==> config.mk <==
export PLATFORM = sky130hd
export DESIGN_NAME = addr_serial_rx
export DESIGN_NICKNAME = d
export VERILOG_FILES = /design/src/rtl/arx_pkg.sv /design/src/rtl/arx_ctrl.sv /design/src/rtl/arx_datapath.sv /design/src/rtl/addr_serial_rx.sv
export SDC_FILE = /design/constraint.sdc
export NUM_CORES = 1
export LEC_CHECK = 0
export BUFFER_PORTS_ARGS = -buffer_cell sky130_fd_sc_hd__buf_2
export CAP_MARGIN = 20
export CORE_MARGIN = 2
export CORE_UTILIZATION = 43
export DETAILED_ROUTE_END_ITERATION = 10
export PLACE_DENSITY = 0.62
export SYNTH_ARGS = -nofsm -noshare
export SYNTH_HDL_FRONTEND = slang
export SYNTH_HIERARCHICAL = 1
export SYNTH_SLANG_ARGS = --single-unit
==> constraint.sdc <==
create_clock -name clk -period 3.4 [get_ports clk]
set_input_delay 0.34 -clock clk [delete_from_list [all_inputs] [get_ports clk]]
set_output_delay 0.34 -clock clk [all_outputs]
set_load 0.02 [all_outputs]
==> src/rtl/arx_pkg.sv <==
package arx_pkg;

  // Strobes from the control FSM to the datapath.
  typedef struct packed {
    logic shiftIn;  // sample line into the shift register
    logic finish;   // sample stop bit and complete the character
  } rx_strobe_t;

  // One stored character.
  typedef struct packed {
    logic [7:0] data;
    logic       ninth;
    logic       ferr;
  } rx_entry_t;

endpackage

==> src/rtl/arx_ctrl.sv <==
module arx_ctrl
  import arx_pkg::*;
#(
  parameter int OSR = 16
) (
  input  logic       clk,
  input  logic       rstN,
  input  logic       tick,
  input  logic       lineSync,
  input  logic       nineBit,
  output rx_strobe_t strobe
);

  localparam int CW  = $clog2(OSR);
  localparam int MID = OSR / 2 - 1;

  typedef enum logic [2:0] {
    S_IDLE,
    S_START,
    S_DATA,
    S_STOP,
    S_HOLD
  } rx_state_t;

  rx_state_t state;
  logic [CW-1:0] sampCnt;
  logic [3:0]    bitIdx;
  logic [3:0]    lastIdx;
  logic          endOfBit;

  assign lastIdx  = nineBit ? 4'd8 : 4'd7;
  assign endOfBit = tick && (sampCnt == CW'(OSR - 1));

  always_comb begin
    strobe         = '0;
    strobe.shiftIn = (state == S_DATA) && endOfBit;
    strobe.finish  = (state == S_STOP) && endOfBit;
  end

  always_ff @(posedge clk) begin
    if (!rstN) begin
      state   <= S_IDLE;
      sampCnt <= '0;
      bitIdx  <= '0;
    end else begin
      case (state)
        S_IDLE: begin
          if (tick && !lineSync) begin
            state   <= S_START;
            sampCnt <= '0;
          end
        end
        S_START: begin
          if (tick) begin
            if (sampCnt == CW'(MID)) begin
              sampCnt <= '0;
              bitIdx  <= '0;
              state   <= lineSync ? S_IDLE : S_DATA;
            end else begin
              sampCnt <= sampCnt + 1'b1;
            end
          end
        end
        S_DATA: begin
          if (endOfBit) begin
            sampCnt <= '0;
            if (bitIdx == lastIdx) state <= S_STOP;
            else                   bitIdx <= bitIdx + 1'b1;
          end else if (tick) begin
            sampCnt <= sampCnt + 1'b1;
          end
        end
        S_STOP: begin
          if (endOfBit) begin
            sampCnt <= '0;
            state   <= lineSync ? S_IDLE : S_HOLD;
          end else if (tick) begin
            sampCnt <= sampCnt + 1'b1;
          end
        end
        S_HOLD: begin
          if (lineSync) state <= S_IDLE;
        end
        default: state <= S_IDLE;
      endcase
    end
  end

endmodule

==> src/rtl/arx_datapath.sv <==
module arx_datapath
  import arx_pkg::*;
#(
  parameter int DEPTH       = 2,
  parameter int SYNC_STAGES = 2
) (
  input  logic       clk,
  input  logic       rstN,
  input  logic       rxLine,
  input  logic       nineBit,
  input  logic       addrDet,
  input  logic       pop,
  input  logic       clear,
  input  rx_strobe_t strobe,
  output logic       lineSync,
  output logic [7:0] rxData,
  output logic       rxNinth,
  output logic       dataAvail,
  output logic       frameErr,
  output logic       overrunErr,
  output logic       breakWake
);

  localparam int PW = (DEPTH > 1) ? $clog2(DEPTH) : 1;
  localparam int NW = $clog2(DEPTH + 1);

  logic [SYNC_STAGES-1:0] syncQ;
  logic [8:0]             shReg;
  rx_entry_t              mem [DEPTH];
  logic [PW-1:0]          rdPtr, wrPtr;
  logic [NW-1:0]          count;
  logic                   ovr;

  logic [7:0] chData;
  logic       chNinth, chFerr, chBreak, keep;
  logic       doPop, room, doPush, setOvr;
  rx_entry_t  head;

  // Line synchronizer, idle high.
  always_ff @(posedge clk) begin
    if (!rstN) syncQ <= '1;
    else       syncQ <= {syncQ[SYNC_STAGES-2:0], rxLine};
  end
  assign lineSync = syncQ[SYNC_STAGES-1];

  // LSB-first shift register; eight-bit characters end one place high.
  always_ff @(posedge clk) begin
    if (!rstN)               shReg <= '0;
    else if (strobe.shiftIn) shReg <= {lineSync, shReg[8:1]};
  end

  assign chData  = nineBit ? shReg[7:0] : shReg[8:1];
  assign chNinth = nineBit & shReg[8];
  assign chFerr  = ~lineSync;
  assign chBreak = chFerr && (chData == 8'h00) && !chNinth;
  assign keep    = !(addrDet && nineBit && !chNinth);

  assign doPop  = pop && (count != '0);
  assign room   = (count < NW'(DEPTH)) || doPop;
  assign doPush = strobe.finish && keep && !ovr && room;
  assign setOvr = strobe.finish && keep && !ovr && !room;

  // Receive store.
  always_ff @(posedge clk) begin
    if (!rstN) begin
      for (int i = 0; i < DEPTH; i++) mem[i] <= '0;
      rdPtr <= '0;
      wrPtr <= '0;
      count <= '0;
    end else begin
      if (doPush) begin
        mem[wrPtr] <= '{data: chData, ninth: chNinth, ferr: chFerr};
        wrPtr      <= (wrPtr == PW'(DEPTH - 1)) ? '0 : wrPtr + 1'b1;
      end
      if (doPop) rdPtr <= (rdPtr == PW'(DEPTH - 1)) ? '0 : rdPtr + 1'b1;
      case ({doPush, doPop})
        2'b10:   count <= count + 1'b1;
        2'b01:   count <= count - 1'b1;
        default: count <= count;
      endcase
    end
  end

  always_ff @(posedge clk) begin
    if (!rstN) begin
      ovr       <= 1'b0;
      breakWake <= 1'b0;
    end else begin
      ovr       <= (ovr && !clear) || setOvr;
      breakWake <= strobe.finish && chBreak;
    end
  end

  assign head       = mem[rdPtr];
  assign dataAvail  = (count != '0);
  assign rxData     = dataAvail ? head.data : 8'h00;
  assign rxNinth    = dataAvail & head.ninth;
  assign frameErr   = dataAvail & head.ferr;
  assign overrunErr = ovr;

endmodule

==> src/rtl/addr_serial_rx.sv <==
module addr_serial_rx
  import arx_pkg::*;
#(
  parameter int OSR         = 16,
  parameter int DEPTH       = 2,
  parameter int SYNC_STAGES = 2
) (
  input  logic       clk,
  input  logic       rstN,
  input  logic       tick16,
  input  logic       rxLine,
  input  logic       cfgNineBit,
  input  logic       cfgAddrDet,
  input  logic       popStrobe,
  input  logic       clearRx,
  output logic [7:0] rxData,
  output logic       rxNinth,
  output logic       dataAvail,
  output logic       frameErr,
  output logic       overrunErr,
  output logic       breakWake
);

  rx_strobe_t strobe;
  logic       lineSync;

  arx_ctrl #(.OSR(OSR)) u_ctrl (
    .clk      (clk),
    .rstN     (rstN),
    .tick     (tick16),
    .lineSync (lineSync),
    .nineBit  (cfgNineBit),
    .strobe   (strobe)
  );

  arx_datapath #(.DEPTH(DEPTH), .SYNC_STAGES(SYNC_STAGES)) u_dp (
    .clk        (clk),
    .rstN       (rstN),
    .rxLine     (rxLine),
    .nineBit    (cfgNineBit),
    .addrDet    (cfgAddrDet),
    .pop        (popStrobe),
    .clear      (clearRx),
    .strobe     (strobe),
    .lineSync   (lineSync),
    .rxData     (rxData),
    .rxNinth    (rxNinth),
    .dataAvail  (dataAvail),
    .frameErr   (frameErr),
    .overrunErr (overrunErr),
    .breakWake  (breakWake)
  );

endmodule

==> impl_results.md <==
* Status: complete, no violations
* Rows at 27
* Skew final at 0.009602 ns
* Sequential area share after synthesis at 0.4912
* Tmin final at 2.675 ns
* Area of the mapped netlist at 2405 sq um
* Total die area at 6207 sq um
* Diode count at 0
* Via count at 1636
* Fillers at 532
* Mapped Cells at roughly 220
* Critical-path cell list: ha_1, nand3_1, nor4b_1, and2b_1, nand3_2, ha_1, or3_1, a21boi_1
* Pwr per Cell Area at 389.0 nW/um^2
* CTS Hold Bufs at 0
* CP Class: register to register
* Critical path's slowest cell: nor4b_1
* Lkg Pwr at slightly below 0.001 uW
* Yosys Warn Count at 6
* # IOs at 21
* CTS clk-pin slew, worst paths at about 0.1 ns
* Share of cells above drive strength 1 at 0.1680
* Post-layout net count at 254
* Area grow syn2layout at 9.833%
* Slew Viols, Final at 0
* Maxcap violations at 0
* Grt ovf at 0
* Post CTS Setup Buffer Count at 0
* Top cell type by total area after synthesis: edfxtp_1
* Commonest cells post-synth: nor2_1 (34), mux2i_1 (30), dfxtp_1 (29), edfxtp_1 (20)
* Ys async rst share at 0
* Final setup viols at 0
* Post-synth EDFFs at 20
* Placer Congestion at 0.7727
* Avg Synthesized Cell Area at roughly 11 sq um
* CP max FO at 6
* Worst Hold Class: input port to register
* Post-DRT Antenna Nets at 0
* Skew-Pair Late Insertion Delay at 0.30 ns
* Crit end category: register
* Drt first-iter violations at 72
* DR DRC count at 0
* Area contributors post-synth: edfxtp_1 (25%), dfxtp_1 (24%), mux2i_1 (12%), nor2_1 (5.3%), nand2b_1 (2.3%)
* Die Y at 78.79 microns
* Drt pass-1 iters at 4
* CTS tree: done
* Initial Util at 0.4421
* Slew @ Worst Pin at 0.9605 ns
* Core Region at 5439 sq um
* Most common cell on crit path: ha_1
* Syn_nets at 235
* H-tree depth at 2
* Total power at 1027 uW
* Worst rel slew slack at 0.3549
* Total CTS buffers at 5
* Pin count of the biggest net entering global routing at 28
* Drt total wl at 4083 microns
* Fmax achieved at 0.3738 GHz
* GRT Total Usage at 0.1436
* Yosys reg bits at a little under 50
* Final period utilization at 0.7868
* Most frequent cell after synthesis: nor2_1
* CP startpoint kind: register
* CTS root buf: clkbuf_8
* Crit path DAT at 2.92 ns
* Die width at 78.79 microns
* Global-route wire length before repair at 6982 microns
* Largest stage delay, worst path at 0.54 ns
* Worst hold slack at 0.2239 ns
* Dpl hpwl at 2762 microns
* Fin. Hold Viols at 0
* TritonCTS Sinks at around 50
* Initial antenna violation count at 0
* WL per Instance at 12.92 microns
* Worst vdd ir at 186.5 uV
* Vias per inst at 5.177
* CTS Buffer Depth at 2
* Synth Flop Type: dfxtp_1
* IO Port Bufs at 20
* Vias in the first global route at 1464
* CP Data Required Time at 3.65 ns
* Area share of the largest cell type after synthesis at 0.2497
* Resize count post-CTS at 0
* RSZ-0062 raised after global routing: no
* Setup total negative slack at 0 ns
* Post-synthesis cell type count at 47
[placed cells by master (no fill, tap or decap), drive strengths merged, types with 3 or more instances in the layout]
master / netlist / routed
nor2: 34 / 34
mux2i: 30 / 30
dfxtp: 29 / 29
buf: 7 / 22
edfxtp: 20 / 20
nand2b: 9 / 9
nor2b: 9 / 9
nand2: 8 / 8
inv: 5 / 7
clkbuf: 3 / 5
and2: 5 / 5
o21ai: 5 / 5
nand3: 5 / 5
nor3: 4 / 4
a31oi: 4 / 4
a21oi: 4 / 4
nand4b: 4 / 4
nor4: 4 / 4
a21o: 3 / 3
nand4: 3 / 3
ha: 3 / 3
xnor2: 3 / 3
nor4b: 3 / 3
and3: 3 / 3
a21boi: 3 / 3
nand3b: 3 / 3
[area by class of cell]
class                      count  area (sq um)  area share
sequential                    49          1181      0.4472
multi-input combinational    160          1142      0.4325
timing repair buffer          22         115.1     0.04358
tap                           72         90.09     0.03411
clock buffer                   5         68.82     0.02605
clock inverter                 3         25.02    0.009474
inverter                       5         18.77    0.007106
[worst paths after layout]
path	slack, ns	cells after the start	endpoint	startpoint
worst min-delay path	0.22	2	u_dp/syncQ[0]	rxLine
worst min register to register	0.42	1	u_dp/syncQ[1]	u_dp/syncQ[0]
worst max register to register	0.72	8	u_dp/count[1]	u_ctrl/sampCnt[0]
worst max-delay path	0.72	8	u_dp/count[1]	u_ctrl/sampCnt[0]
[sequential cells by signal, summed over array words and instances, names as in the netlist, named ones only]
signal,count
u_ctrl/sampCnt,4
u_dp/wrPtr,1
u_dp/breakWake,1
u_dp/count,2
u_ctrl/state,3
u_dp/syncQ,2
u_dp/mem,20
u_dp/overrunErr,1
u_ctrl/bitIdx,4
u_dp/rdPtr,1
u_dp/shReg,9
[stage by stage]
step / cells / util / area, sq um / setup WS (ns)
floorplan: 224 / - / 2405 / 0.6882
global placement: 308 / 0.4684 / 2547 / 0.8383
detailed placement: 308 / 0.4684 / 2547 / 0.7111
CTS: 316 / 0.4856 / 2641 / 0.7033
global route: 316 / 0.4856 / 2641 / 0.4569
finish: 316 / 0.4856 / 2641 / 0.7249
[worst max-delay path, delay by kind of cell, from the launching register on]
| kind | cells | cell delay, ns |
|---|---|---|
| AOI/OAI and AO/OA | 1 | 0.13 |
| adders and majority gates | 2 | 0.58 |
| DFF | 1 | 0.37 |
| and+or+nand+nor | 5 | 1.54 |
[metal layers]
layer  vias to the layer above  global-route usage  wire length (microns)
li1                        845                   -                      -
met1                       759              0.1924                   2037
met2                        26              0.2239                   1844
met3                         6             0.03068                    125
met4                         0             0.06316                     75
met5                         -                   0                      0
[report_power, final]
part | switching (uW) | leakage [uW] | internal (uW)
Clock | 209 | 0.0000452 | 150
Combinational | 24.0 | 0.000514 | 16.1
Sequential | 5.35 | 0.000424 | 623
Total | 238 | 0.000983 | 789
[cells by family after synthesis]
logic type / synth area share
AOI/OAI and AO/OA: 0.07908
muxes: 0.1311
adders and majority gates: 0.01561
buffers and inverters: 0.03382
and+or+nand+nor: 0.2383
DFF: 0.4912
xor gates and xnor gates: 0.01093
(Power assumes the default switching activity.)
